### config.mk
export PLATFORM = sky130hd
export DESIGN_NAME = pri_intr_ctrl
export DESIGN_NICKNAME = d
export VERILOG_FILES = /design/src/rtl/pic_pkg.sv /design/src/rtl/pic_req_reg.sv /design/src/rtl/pic_prio_enc.sv /design/src/rtl/pic_sequencer.sv /design/src/rtl/pri_intr_ctrl.sv
export SDC_FILE = /design/constraint.sdc
export NUM_CORES = 1
export LEC_CHECK = 0
export BUFFER_PORTS_ARGS = -buffer_cell sky130_fd_sc_hd__buf_2
export CELL_PAD_IN_SITES_DETAIL_PLACEMENT = 0
export CELL_PAD_IN_SITES_GLOBAL_PLACEMENT = 1
export CORE_ASPECT_RATIO = 1.5
export CORE_MARGIN = 2
export CORE_UTILIZATION = 34
export CTS_CLUSTER_DIAMETER = 30
export DETAILED_ROUTE_END_ITERATION = 12
export HOLD_SLACK_MARGIN = 0.05
export PLACE_DENSITY_LB_ADDON = 0.25
export SYNTH_ARGS = -nofsm -noshare
export SYNTH_HDL_FRONTEND = slang
export SYNTH_SLANG_ARGS = --single-unit
### constraint.sdc
create_clock -name clk -period 1.95 [get_ports clk]
set_input_delay 0.195 -clock clk [delete_from_list [all_inputs] [get_ports clk]]
set_output_delay 0.195 -clock clk [all_outputs]
set_load 0.02 [all_outputs]
### src/rtl/pic_pkg.sv
package pic_pkg;
  typedef enum logic [1:0] {
    SEQ_IDLE = 2'd0,
    SEQ_DEC  = 2'd1,
    SEQ_PUSH = 2'd2,
    SEQ_VEC  = 2'd3
  } seq_state_e;

  localparam logic [1:0] CFG_MASK = 2'd0;
  localparam logic [1:0] CFG_IEN  = 2'd1;
  localparam logic [1:0] CFG_CLR  = 2'd2;
endpackage

### src/rtl/pic_req_reg.sv
module pic_req_reg #(
  parameter int NUM_SRC = 4
) (
  input  logic               clk,
  input  logic               rst_n,
  input  logic [NUM_SRC-1:0] irq_in,
  input  logic               clr_en,
  input  logic [NUM_SRC-1:0] clr_bits,
  output logic [NUM_SRC-1:0] req
);
  for (genvar i = 0; i < NUM_SRC; i++) begin : g_bit
    always_ff @(posedge clk) begin
      if (!rst_n)
        req[i] <= 1'b0;
      else if (irq_in[i])
        req[i] <= 1'b1;
      else if (clr_en && clr_bits[i])
        req[i] <= 1'b0;
    end

    assert_req_sticky_R1: assert property (@(posedge clk) disable iff (!rst_n)
      irq_in[i] |=> req[i]);
  end
endmodule

### src/rtl/pic_prio_enc.sv
module pic_prio_enc #(
  parameter int NUM_SRC = 4,
  parameter int CW      = 2
) (
  input  logic [NUM_SRC-1:0] gated,
  output logic [CW-1:0]      code,
  output logic               valid
);
  always_comb begin
    code  = '0;
    valid = 1'b0;
    for (int i = NUM_SRC - 1; i >= 0; i--) begin
      if (gated[i]) begin
        code  = CW'(i);
        valid = 1'b1;
      end
    end
  end

  always_comb begin
    if (valid) begin
      assert_code_active_R3: assert (gated[code]);
      for (int j = 0; j < NUM_SRC; j++) begin
        if (j < int'(code))
          assert_no_higher_R3: assert (!gated[j]);
      end
    end
  end
endmodule

### src/rtl/pic_sequencer.sv
module pic_sequencer
  import pic_pkg::*;
#(
  parameter int          AW       = 8,
  parameter int          CW       = 2,
  parameter logic [AW-1:0] SP_RESET = 8'h80
) (
  input  logic          clk,
  input  logic          rst_n,
  input  logic          boundary,
  input  logic          ist,
  input  logic          ien_wr,
  input  logic          ien_val,
  input  logic [CW-1:0] code,
  input  logic          stk_ready,
  output logic          stk_valid,
  output logic [AW-1:0] stk_addr,
  output logic [AW-1:0] stk_data,
  output logic          ack,
  output logic [AW-1:0] vec_out,
  output logic [AW-1:0] pc,
  output logic [AW-1:0] sp,
  output logic          ien
);
  seq_state_e    state;
  logic [CW-1:0] code_q;

  always_ff @(posedge clk) begin
    if (!rst_n) begin
      state  <= SEQ_IDLE;
      pc     <= '0;
      sp     <= SP_RESET;
      code_q <= '0;
    end else begin
      case (state)
        SEQ_IDLE: begin
          if (boundary) begin
            if (ien && ist) begin
              state  <= SEQ_DEC;
              code_q <= code;
            end else begin
              pc <= pc + AW'(1);
            end
          end
        end
        SEQ_DEC: begin
          sp    <= sp - AW'(1);
          state <= SEQ_PUSH;
        end
        SEQ_PUSH: begin
          if (stk_ready) state <= SEQ_VEC;
        end
        SEQ_VEC: begin
          pc    <= vec_out;
          state <= SEQ_IDLE;
        end
        default: state <= SEQ_IDLE;
      endcase
    end
  end

  always_ff @(posedge clk) begin
    if (!rst_n)                ien <= 1'b0;
    else if (state == SEQ_VEC) ien <= 1'b0;
    else if (ien_wr)           ien <= ien_val;
  end

  assign stk_valid = (state == SEQ_PUSH);
  assign stk_addr  = sp;
  assign stk_data  = pc;
  assign ack       = (state == SEQ_VEC);
  assign vec_out   = AW'(code_q);

  assert_entry_gate_R6: assert property (@(posedge clk) disable iff (!rst_n)
    (state == SEQ_IDLE && !(boundary && ien && ist)) |=> (state == SEQ_IDLE));
  assert_sp_dec_R7: assert property (@(posedge clk) disable iff (!rst_n)
    (state == SEQ_DEC) |=> (sp == $past(sp) - AW'(1)));
  assert_ack_pc_R7: assert property (@(posedge clk) disable iff (!rst_n)
    ack |=> (pc == $past(vec_out)));
  assert_ack_ien_R5: assert property (@(posedge clk) disable iff (!rst_n)
    ack |=> !ien);
  assert_push_hold_R9: assert property (@(posedge clk) disable iff (!rst_n)
    (stk_valid && !stk_ready) |=> (stk_valid && $stable(stk_addr) && $stable(stk_data)));
endmodule

### src/rtl/pri_intr_ctrl.sv
module pri_intr_ctrl
  import pic_pkg::*;
#(
  parameter int            NUM_SRC  = 4,
  parameter int            AW       = 8,
  parameter logic [AW-1:0] SP_RESET = 8'h80
) (
  input  logic               clk,
  input  logic               rst_n,
  input  logic [NUM_SRC-1:0] irq_in,
  input  logic               boundary,
  input  logic               cfg_wr,
  input  logic [1:0]         cfg_sel,
  input  logic [NUM_SRC-1:0] cfg_data,
  input  logic               stk_ready,
  output logic               stk_valid,
  output logic [AW-1:0]      stk_addr,
  output logic [AW-1:0]      stk_data,
  output logic               ack,
  output logic [AW-1:0]      vec_out,
  output logic [AW-1:0]      vad,
  output logic [AW-1:0]      pc,
  output logic [AW-1:0]      sp,
  output logic               ien,
  output logic               ist
);
  localparam int CW = (NUM_SRC > 1) ? $clog2(NUM_SRC) : 1;

  logic [NUM_SRC-1:0] req;
  logic [NUM_SRC-1:0] mask;
  logic [NUM_SRC-1:0] gated;
  logic [CW-1:0]      code;
  logic               any_req;

  wire wr_mask = cfg_wr && (cfg_sel == CFG_MASK);
  wire wr_ien  = cfg_wr && (cfg_sel == CFG_IEN);
  wire wr_clr  = cfg_wr && (cfg_sel == CFG_CLR);

  pic_req_reg #(.NUM_SRC(NUM_SRC)) u_req (
    .clk      (clk),
    .rst_n    (rst_n),
    .irq_in   (irq_in),
    .clr_en   (wr_clr),
    .clr_bits (cfg_data),
    .req      (req)
  );

  always_ff @(posedge clk) begin
    if (!rst_n)       mask <= '0;
    else if (wr_mask) mask <= cfg_data;
  end

  assign gated = req & mask;

  pic_prio_enc #(.NUM_SRC(NUM_SRC), .CW(CW)) u_enc (
    .gated (gated),
    .code  (code),
    .valid (any_req)
  );

  assign vad = AW'(code);

  always_ff @(posedge clk) begin
    if (!rst_n) ist <= 1'b0;
    else        ist <= any_req;
  end

  pic_sequencer #(.AW(AW), .CW(CW), .SP_RESET(SP_RESET)) u_seq (
    .clk       (clk),
    .rst_n     (rst_n),
    .boundary  (boundary),
    .ist       (ist),
    .ien_wr    (wr_ien),
    .ien_val   (cfg_data[0]),
    .code      (code),
    .stk_ready (stk_ready),
    .stk_valid (stk_valid),
    .stk_addr  (stk_addr),
    .stk_data  (stk_data),
    .ack       (ack),
    .vec_out   (vec_out),
    .pc        (pc),
    .sp        (sp),
    .ien       (ien)
  );

  assert_ist_set_R4: assert property (@(posedge clk) disable iff (!rst_n)
    (|gated) |=> ist);
  assert_ist_clr_R4: assert property (@(posedge clk) disable iff (!rst_n)
    !(|gated) |=> !ist);
  assert_masked_out_R2: assert property (@(posedge clk) disable iff (!rst_n)
    (mask == '0) |-> (vad == '0));
endmodule

# Word-level counts from Yosys, hierarchy flattened
# Cells that the tools add are included.
# totals
ff_bits,30
latchBits,0
ram_bits,0
rom_bits,0
inputBits,15
output_inout_bits,52
mem_count,0
# classes
add_sub_neg,2
multipliers,0
n_div,0
n_lt_le_gt_ge,0
n_eq_ne,9
shifts,0
n_mux,23
bitwise,2
n_reduce_logical,19
# ops
operator,count
$mux W8,2
$pmux W8 S2,1
$mux W2,7
$mux W1,12
$reduce_bool A2 Y1,5
$reduce_and A3 Y1,3
$add A8 B1 Y8 const B,1
$logic_and A1 B1 Y1,8
$pmux W2 S4,1
$sub A8 B1 Y8 const B,1
$eq A2 B2 Y1 const B,3
$ne A2 B2 Y1 const B,3
$and A4 B4 Y4,1
$eq A2 B1 Y1 const B,2
$logic_not A2 Y1,2
$ne A2 B1 Y1 const B,1
$reduce_or A2 Y1,1
$not A1 Y1,1

# Longest topological paths before layout
# Gate-level depths: netlist of run 1.
# logic_depth
depth_word,5
mapped_depth,7
mapped_depth_nobuf,6

# Cells and area by module
# A second synthesis of run 1 with hierarchy kept.
# unflattened
hier_cells,197
area_unflattened_um2,1709.1
# modules_own_cells
mod,instances,cells_each,area_each_um2
pic_sequencer,1,141,1239.9
pri_intr_ctrl,1,33,294.0
pic_req_reg,1,16,140.1
pic_prio_enc,1,7,35.0

# Worst setup path after synthesis of run 1
# OpenSTA, ideal clock, no wires.
# synth_timing
kind,reg-to-reg
startpoint,register u_seq.state[0]
endpoint,register u_seq.pc[1]
setup_ns,0.128
arrival_time_ns,1.484
t_required_ns,1.822
slack_ns,0.338
path_stages_with_launch,6
path_cell_list,dfxtp_1 -> ha_1 -> clkbuf_1 -> mux2_1 -> mux2i_1 -> nor2_1
# synth_between
elab_chain_len,3
elab_cells_between_ends,7
classes_between,3 x eq/ne; 1 x mux; 3 x reduce/logical
# synth_lines
item,line_no,source
start: declaration,pic_sequencer.sv:25,seq_state_e state;
start signal: assignment,pic_sequencer.sv:30,state <= SEQ_IDLE;
start signal: assignment,pic_sequencer.sv:39,state <= SEQ_DEC;
start signal: assignment,pic_sequencer.sv:48,state <= SEQ_PUSH;
$eq A2 B2 Y1 (*),n/a,
named net ack,pri_intr_ctrl.sv:19,"output logic ack,"
$reduce_bool A2 Y1 (no line),n/a,
$reduce_and A3 Y1 (no line),n/a,
end signal: assignment,pic_sequencer.sv:42,pc <= pc + AW'(1);
end signal: assignment,pic_sequencer.sv:54,pc <= vec_out;
end: declaration,pic_sequencer.sv:21,"output logic [AW-1:0] pc,"
# Mark *: on every way through the listed nets, which the timed path passes. The rest lies on a longest branch.
# A chain may end at the register's enable or synchronous reset.

# Worst setup path after layout of run 1
# layout_timing
startpoint,register u_seq.state[1]
endpoint,register u_seq.sp[7]
# layout_between
elab_chain_len,1
# layout_lines
item,line_no,source
$eq A2 B1 Y1,pic_sequencer.sv:35,case (state)
end signal: assignment,pic_sequencer.sv:47,sp <= sp - AW'(1);
end: declaration,pic_sequencer.sv:22,"output logic [AW-1:0] sp,"
# Every way passes these cells.

==> impl_metrics.py, run 1 <==
metrics = {
    "synthesis": {
        "netlist_instances": 187,
        "synth_top_family_by_area": "simple AND/OR/NAND/NOR gates",
        "synthMuxAreaShare_pct": 6.30,
        "synth_edf_count": 0,
        "ys_types": 43,
        "ys_ff_latch": 30,
        "synthXorXnorAreaFrac_pct": 3.72,
        "synthAdderAreaFrac_pct": 4.55,
        "synth_compound_area_share_pct": 13.4,
        "ys_top_cells_by_area": "dfxtp_1 (36%), buf_4 (13%), a21oi_1 (4.9%)",
        "yosys.area_share.simple_pct": 20.3,
        "netlist_area_sq_um": 1650,
        "synth-async-reset-ratio_pct": 0,
        "synth_top_area_share_pct": 36.4,
        "ys_warn_count": 0,
        "synth_ff_type": "dfxtp_1",
        "yosysSeqAreaShare_pct": 36.4,
        "yosysTopAreaCell": "dfxtp_1",
        "syn_area_per_cell_sq_um": 8.82,
    },
    "clock_network": {
        "cts_buffers": 5,
        "post-cts-setup-buffers": 0,
        "ctsHoldBuffers": 0,
        "cts_tree": "done",
        "clkLatencyLatePin_ps": 270,
        "root_buffer": "clkbuf_8",
        "ctsResizeCount": 0,
        "cts_htree_levels": 2,
        "clock_sinks": 30,
        "clockBufferDepth": 2,
        "path_clk_slew_ps": 60,
    },
    "placement": {
        "dp_hpwl_mm": 2.66,
        "gp_congestion": 0.756,
        "pre_cts_slack_ps": 263,
        "place_area_sq_um": 1830,
        "io_buffers": 54,
    },
    "die": {
        "pin_count": 67,
        "fp-row-count": 31,
        "coreArea_sq_um": 4730,
        "start_util_pct": 34.8,
        "die_area_sq_um": 5430,
        "dieWidth_um": 60.9,
        "die_y_um": 89.3,
    },
    "sta": {
        "setup_viol": 0,
        "holdWs_ps": 129,
        "fmax_mhz": 594,
        "final.setup.tns_ps": 0,
        "fin_ws_ps": 265,
        "grt_setup_unrepaired": "false",
        "drv_slew": 0,
        "post-route-period-util_pct": 86.4,
        "hold_violations": 0,
        "finalCriticalPeriod_ps": 1680,
        "clock_skew_ps": 4.54,
    },
    "critical_path": {
        "worstSetupStartpointType": "flop",
        "slowest_delay_ps": 520,
        "rr_startpoint": "u_seq.state[1]$_SDFFE_PN0P_",
        "r2r_slack_ps": 270,
        "required_ps": 2110,
        "worstPathMaxFanout": 5,
        "cp-end-kind": "flop",
        "worstReg2RegEnd": "u_seq.sp[7]$_SDFFE_PN1N_",
        "worstSetupPathType": "flop to flop",
        "cp_slowest_cell": "or4b_4",
        "cp_data_arrival_time_ps": 1850,
        "critPathLaunch": "u_seq.state[1]$_SDFFE_PN0P_",
        "critPathCapture": "u_seq.sp[7]$_SDFFE_PN1N_",
        "crit_chain": "inv_1, ha_1, or4b_4, nor3_2, xnor2_1, nand2_1",
        "reg2reg_depth": 6,
    },
    "power": {
        "p_per_area_nw_per_um2": 748,
        "p_total_mw": 1.43,
        "power.leakage_nw": 0.876,
        "internal-power_mw": 0.997,
        "p_sw_mw": 0.430,
        "seqPwrFrac_pct": 48.2,
        "ir_worst_vdd_uv": 431,
        "switching_share_pct": 30.1,
        "comb_power_share_pct": 19.5,
        "power_frac_clock_pct": 32.3,
    },
    "detailed_routing": {
        "vias": 1341,
        "drc_errors": 0,
        "ant_nets": 0,
        "vias_per_cell": 4.55,
        "firstDrtPassIters": 4,
        "drt_iter0_drc": 54,
        "routed_wl_mm": 3.46,
        "wl_per_cell_um": 11.7,
    },
    "global_route": {
        "grt_pass1_wl_mm": 5.91,
        "grt_pass1_vias": 1290,
        "grt_use_total_pct": 14.5,
        "grt_max_degree": 24,
        "antenna_found_initial": 0,
        "overflow": 0,
    },
    "run_status": {
        "run_status": "complete, no violations",
    },
    "finish": {
        "antenna_cells": 0,
        "multi_input_comb_area_sq_um": 841,
        "drive_gt1_share_pct": 30.1,
        "layout_common_cells": "buf_2 (54), dfxtp_1 (30), nor2_1 (19)",
        "fillers": 517,
        "layout_commonest_cell": "buf_2",
        "area_delta_synth_final_pct": 15.7,
        "fin_nets": 250,
        "fin_area_sq_um": 1910,
        "seqCellArea_sq_um": 601,
    },
    "run": {
        "cap_violations": 0,
    },
    "hold_path": {
        "hold_path.class": "input port to flop",
    },
}
## metrics by stage
step / instances / util (%)
floorplan: 198 / -
global placement: 288 / 38.7
detailed placement: 288 / 38.7
CTS: 295 / 40.3
global route: 295 / 40.3
finish: 295 / 40.3
## final cells by class
type	instances	area share [%]
timing repair buffer	56	15.0
multi-input combinational	130	44.1
clock buffer	7	4.00
inverter	6	1.18
sequential	30	31.5
tap	66	4.33
## power groups by stage
stage | combinational [mW] | sequential [mW] | clock [mW]
after global placement | 0.280 | 0.701 | 0
after detailed placement | 0.280 | 0.702 | 0
after global routing | 0.311 | 0.696 | 0.522
after CTS | 0.281 | 0.688 | 0.483
after floorplan | 0.217 | 0.720 | 0
final | 0.278 | 0.688 | 0.461
## registers in the layout, indices dropped and copies added (netlist names)
signal	flops
ist	1
u_req.req	4
u_seq.ien	1
u_seq.state	2
u_seq.code_q	2
u_seq.sp	8
u_seq.pc	8
mask	4
## per-layer routing
metal  GRT usage [%]  wire (um)
met1            16.4       1460
met2            25.0       1790
met3            3.04        173
met4            7.11         39
met5               0          0
## worst min-delay path by stage
stage          startpoint                        end  slack [ps]  cells past startpoint
2_1_floorplan       rst_n   u_seq.sp[7]$_SDFFE_PN1N_         260                      1
3_3_place_gp    irq_in[0]  u_req.req[0]$_SDFFE_PN0P_         400                      3
3_5_place_dp    irq_in[3]  u_req.req[3]$_SDFFE_PN0P_         410                      3
4_1_cts         irq_in[3]  u_req.req[3]$_SDFFE_PN0P_         130                      3
5_1_grt         irq_in[0]  u_req.req[0]$_SDFFE_PN0P_         150                      3
6_report        irq_in[3]  u_req.req[3]$_SDFFE_PN0P_         130                      3
## cells by family (layout without fill, tap and decap cells)
kind of cell	count (synthesis)	after routing
buf+inv	38	69
compound gates	34	34
mux	9	9
xor+xnor	7	7
simple gates	62	62
flops	30	30
other cells	1	12
fa+ha+maj	6	6
## cell usage after synthesis, types with 2 or more instances
cell      instances
a21oi_1          16
a22oi_1           2
a32oi_1           2
and4_1            2
buf_4            28
clkbuf_1          3
dfxtp_1          30
ha_1              6
inv_1             5
mux2i_1           7
nand2_1          12
nand3_1           5
nand4_1           2
nor2_1           19
nor2b_1           3
nor3_1            4
nor3_2            2
o21ai_0           3
o21ai_1           3
o31ai_1           2
or3_1             4
xnor2_1           5
xor2_1            2
## critical path: cells and delay by family, from the launching register on
family | cells | cell delay [ps]
flip-flops | 1 | 320
buffers and inverters | 1 | 100
AND/OR/NAND/NOR | 3 | 760
XOR/XNOR | 1 | 130
adder cells (fa/ha/maj) | 1 | 260
No activity file was read; power rests on OpenSTA's default activity.
==> run 2: changes to the inputs <==
CORE_UTILIZATION = 30   (was 34)
==> run 2 against run 1 <==
Effect of this change: clock skew about the same; largest cell class unchanged; final cell count is 1.4% higher; worst hold slack worse by 7.1 ps; total power shrank 0.59%; register-to-register slack hardly changed; sequential share of layout area fell by 0.082 points; largest power group unchanged; non-clock buffer count unchanged; critical path depth did not move; wire length is 1.1% higher; fmax down 0.75%.
==> impl_metrics.py, run 2 (same netlist as run 1, synthesis figures left out) <==
metrics = {
    "detailed_routing": {
        "vias": 1358,
        "wl_met2_mm": 1.81,
        "ant_nets": 0,
        "drc_errors": 0,
        "drt_iter0_drc": 45,
        "wl_met3_um": 193,
        "firstDrtPassIters": 4,
        "routed_wl_mm": 3.50,
        "wl_per_cell_um": 11.7,
        "vias_per_cell": 4.54,
        "met1_length_mm": 1.50,
        "routed.top_layer": "met3",
    },
    "placement": {
        "dp_hpwl_mm": 2.71,
        "gp_congestion": 0.735,
        "io_buffers": 54,
    },
    "clock_network": {
        "clkLatencyLatePin_ps": 270,
        "cts_tree": "done",
        "clock_sinks": 30,
        "clockBufferDepth": 2,
        "ctsResizeCount": 0,
        "ctsHoldBuffers": 0,
        "root_buffer": "clkbuf_8",
        "path_clk_slew_ps": 60,
        "post-cts-setup-buffers": 0,
        "cts_htree_levels": 2,
        "cts_buffers": 5,
    },
    "sta": {
        "setup_viol": 0,
        "fmax_mhz": 589,
        "drv_slew": 0,
        "hold_violations": 0,
        "finalCriticalPeriod_ps": 1700,
        "post-route-period-util_pct": 87.0,
        "grt_setup_unrepaired": "false",
        "final.setup.tns_ps": 0,
        "clock_skew_ps": 4.75,
    },
    "global_route": {
        "grt_max_degree": 24,
        "overflow": 0,
        "grt_pass1_wl_mm": 5.96,
        "grt_use_total_pct": 12.3,
        "antenna_found_initial": 0,
        "grt_pass1_vias": 1283,
    },
    "critical_path": {
        "worstSetupPathType": "flop to flop",
        "rr_startpoint": "u_seq.state[1]$_SDFFE_PN0P_",
        "required_ps": 2110,
        "cp_data_arrival_time_ps": 1860,
        "crit_chain": "inv_1, ha_1, or4b_4, nor3_2, xnor2_1, nand2_1",
        "critPathLaunch": "u_seq.state[1]$_SDFFE_PN0P_",
        "slowest_delay_ps": 520,
        "reg2reg_depth": 6,
        "cp_slowest_cell": "or4b_4",
        "worstSetupStartpointType": "flop",
        "cp-end-kind": "flop",
        "worstPathMaxFanout": 5,
    },
    "die": {
        "pin_count": 67,
        "start_util_pct": 30.7,
        "dieWidth_um": 64.5,
        "die_y_um": 94.8,
        "fp-row-count": 33,
        "coreArea_sq_um": 5370,
        "die_area_sq_um": 6120,
    },
    "power": {
        "p_total_mw": 1.42,
        "power.leakage_nw": 0.876,
        "ir_worst_vdd_uv": 209,
        "p_per_area_nw_per_um2": 742,
    },
    "hold_path": {
        "hold_path.class": "input port to flop",
        "hp-start": "irq_in[1]",
        "hold_depth": 3,
    },
    "finish": {
        "antenna_cells": 0,
        "layout_commonest_cell": "buf_2",
        "top_regs": "u_seq.pc: 8 flops, u_seq.sp: 8 flops",
        "drive_gt1_share_pct": 30.1,
        "layout_common_cells": "buf_2 (54), dfxtp_1 (30), nor2_1 (19)",
        "area_delta_synth_final_pct": 16.0,
        "fin_nets": 250,
    },
    "run": {
        "cap_violations": 0,
    },
    "run_status": {
        "run_status": "complete, no violations",
    },
}
run 2: cell counts in the layout (fill, tap and decap cells not counted):
No cell type changed its count.
run 2: routing by layer:
metal	track usage [%]	vias to the layer above
li1	-	692
met1	14.7	615
met2	20.9	51
met3	2.62	0
met4	5.85	0
met5	0	-
run 2: final timing paths:
check / to / slack, ps
setup / recovery: u_seq.sp[7]$_SDFFE_PN1N_ / 250
hold / removal: u_req.req[1]$_SDFFE_PN0P_ / 120
setup reg to reg: u_seq.sp[7]$_SDFFE_PN1N_ / 250
hold reg to reg: u_seq.pc[7]$_SDFFE_PN0P_ / 500
run 2: cell type report:
class	count	area (sq um)
Inverter	6	22.5
Fill cell	598	3450
Tap cell	70	87.6
Multi-Input combinational cell	130	841
Sequential cell	30	601
Clock buffer	7	76.3
Timing Repair Buffer	56	285
run 2: power by group:
part	internal [mW]	switching [mW]
Sequential	0.646	0.0424
Clock	0.245	0.208
Combinational	0.106	0.171
run 2: worst max-delay path: cells and delay by family (launching register included):
| family | cells | cell delay (ps) |
|---|---|---|
| and+or+nand+nor | 3 | 770 |
| DFF | 1 | 330 |
| xor gates and xnor gates | 1 | 130 |
| buffers and inverters | 1 | 100 |
| adders and majority gates | 1 | 260 |
run 2: per-stage QoR:
step / hold WS (ps) / std cells / utilization, % / area, sq um / worst slack [ps]
after CTS: 113 / 299 / 35.6 / 1910 / 257
final: 122 / 299 / 35.6 / 1910 / 253
after floorplan: 257 / 198 / - / 1690 / 338
after detailed placement: 406 / 292 / 34.2 / 1840 / 267
after global placement: 404 / 292 / 34.2 / 1840 / 309
after global routing: 130 / 299 / 35.6 / 1910 / 138
==> run 3: changes to the inputs <==
CORE_MARGIN = default   (was 2)
PLACE_DENSITY_LB_ADDON = 0.2   (was 0.25)
==> run 3 against run 2 <==
Effect of this change: flip-flop and latch count stayed put; total power increased by 0.75%; via count barely moved; combinational power about the same; clock skew is 0.73 ps higher; highest routed layer is now met4; global-route usage grew 0.74 points; sequential power about the same; fmax grew 0.27%; final cell count shrank 0.67%; sequential share of layout area about the same; wire length up 0.80%; non-clock buffer count is the same.
==> impl_metrics.py, run 3 (same netlist as run 1, synthesis figures left out) <==
metrics = {
    "die": {
        "start_util_pct": 31.7,
        "die_area_sq_um": 5800,
        "die_y_um": 92.8,
        "pin_count": 67,
        "fp-row-count": 32,
        "dieWidth_um": 62.5,
        "coreArea_sq_um": 5200,
    },
    "finish": {
        "fin_nets": 250,
        "drive_gt1_share_pct": 30.1,
        "layout_common_cells": "buf_2 (54), dfxtp_1 (30), nor2_1 (19)",
        "final_util_pct": 36.7,
        "area_delta_synth_final_pct": 15.9,
        "layout_commonest_cell": "buf_2",
        "antenna_cells": 0,
        "top_regs": "u_seq.pc: 8 flops, u_seq.sp: 8 flops",
    },
    "global_route": {
        "antenna_found_initial": 0,
        "grt_pass1_vias": 1273,
        "grt_pass1_wl_mm": 5.87,
        "grt_use_total_pct": 13.1,
        "grt_max_degree": 24,
        "overflow": 0,
    },
    "critical_path": {
        "crit_chain": "inv_1, ha_1, or4b_4, nor3_2, xnor2_1, nand2_1",
        "worstPathMaxFanout": 5,
        "required_ps": 2110,
        "slowest_delay_ps": 520,
        "cp-end-kind": "flop",
        "cp_slowest_cell": "or4b_4",
        "reg2reg_depth": 6,
        "cp_data_arrival_time_ps": 1850,
        "worstSetupStartpointType": "flop",
        "worstReg2RegEnd": "u_seq.sp[7]$_SDFFE_PN1N_",
        "r2r_slack_ps": 260,
        "worstSetupPathType": "flop to flop",
        "rr_startpoint": "u_seq.state[1]$_SDFFE_PN0P_",
    },
    "clock_network": {
        "path_clk_slew_ps": 60,
        "root_buffer": "clkbuf_8",
        "clock_sinks": 30,
        "ctsResizeCount": 0,
        "post-cts-setup-buffers": 0,
        "clockBufferDepth": 2,
        "clkLatencyLatePin_ps": 270,
        "cts_htree_levels": 2,
        "cts_buffers": 5,
        "ctsHoldBuffers": 0,
        "cts_tree": "done",
    },
    "detailed_routing": {
        "vias": 1357,
        "vias_per_cell": 4.57,
        "drt_iter0_drc": 78,
        "firstDrtPassIters": 4,
        "ant_nets": 0,
        "routed_wl_mm": 3.53,
        "wl_per_cell_um": 11.9,
        "drc_errors": 0,
    },
    "sta": {
        "grt_setup_unrepaired": "false",
        "final.setup.tns_ps": 0,
        "hold_violations": 0,
        "holdWs_ps": 124,
        "setup_viol": 0,
        "drv_slew": 0,
        "clock_skew_ps": 5.49,
        "finalCriticalPeriod_ps": 1690,
        "fmax_mhz": 591,
        "post-route-period-util_pct": 86.8,
    },
    "power": {
        "p_per_area_nw_per_um2": 748,
        "p_total_mw": 1.43,
        "power.leakage_nw": 0.876,
        "ir_worst_vdd_uv": 428,
    },
    "placement": {
        "gp_congestion": 0.694,
        "io_buffers": 54,
        "dp_hpwl_mm": 2.66,
    },
    "hold_path": {
        "hp-start": "irq_in[1]",
        "hold_path.class": "input port to flop",
        "hold_depth": 3,
        "min_to": "u_req.req[1]$_SDFFE_PN0P_",
    },
    "run_status": {
        "run_status": "complete, no violations",
    },
    "run": {
        "cap_violations": 0,
    },
}
run 3: cell counts in the layout (fill, tap and decap cells not counted):
Identical to the previous run, type by type.
run 3: worst max path at each step:
stage	endpoint	cells after the start	slack [ps]	start
2_1_floorplan	u_seq.pc[1]$_SDFFE_PN0P_	5	340	u_seq.state[0]$_SDFFE_PN0P_
3_5_place_dp	u_seq.sp[7]$_SDFFE_PN1N_	6	270	u_seq.state[1]$_SDFFE_PN0P_
4_1_cts	u_seq.sp[7]$_SDFFE_PN1N_	6	260	u_seq.state[1]$_SDFFE_PN0P_
3_3_place_gp	u_seq.sp[7]$_SDFFE_PN1N_	6	300	u_seq.state[1]$_SDFFE_PN0P_
6_report	u_seq.sp[7]$_SDFFE_PN1N_	6	260	u_seq.state[1]$_SDFFE_PN0P_
5_1_grt	u_seq.sp[7]$_SDFFE_PN1N_	6	120	u_seq.state[1]$_SDFFE_PN0P_
run 3: layout make-up:
| type | count | area (sq um) |
|---|---|---|
| multi-input cells | 130 | 841 |
| well taps | 68 | 85.1 |
| repair buffers | 56 | 285 |
| clock buffers | 7 | 76.3 |
| fillers | 593 | 3290 |
| inverters | 6 | 22.5 |
| flip-flops and latches | 30 | 601 |
run 3: report_power, final:
part | switching, mW | total (mW) | internal [mW] | leakage, nW
clock | 0.219 | 0.464 | 0.245 | 0.0383
sequential | 0.0426 | 0.689 | 0.646 | 0.244
combinational | 0.171 | 0.277 | 0.106 | 0.593
total | 0.433 | 1.43 | 0.997 | 0.876
run 3: stage by stage:
step / cell area, sq um / instances / setup WS, ps
after global routing: 1910 / 297 / 116
after global placement: 1830 / 290 / 302
after floorplan: 1690 / 198 / 338
after CTS: 1910 / 297 / 258
after detailed placement: 1830 / 290 / 273
final: 1910 / 297 / 257
run 3: worst max-delay path, delay by kind of cell (launching register included):
kind          cells  cell delay (ps)
xor+xnor          1              130
flops             1              330
buf+inv           1              110
simple gates      3              760
fa+ha+maj         1              260
run 3: layer usage:
metal  GRT usage (%)  part of all wire [%]
met4            5.81                   1.2
met5               0                     0
met2            22.6                    50
met1            14.8                    44
met3            3.45                   4.7
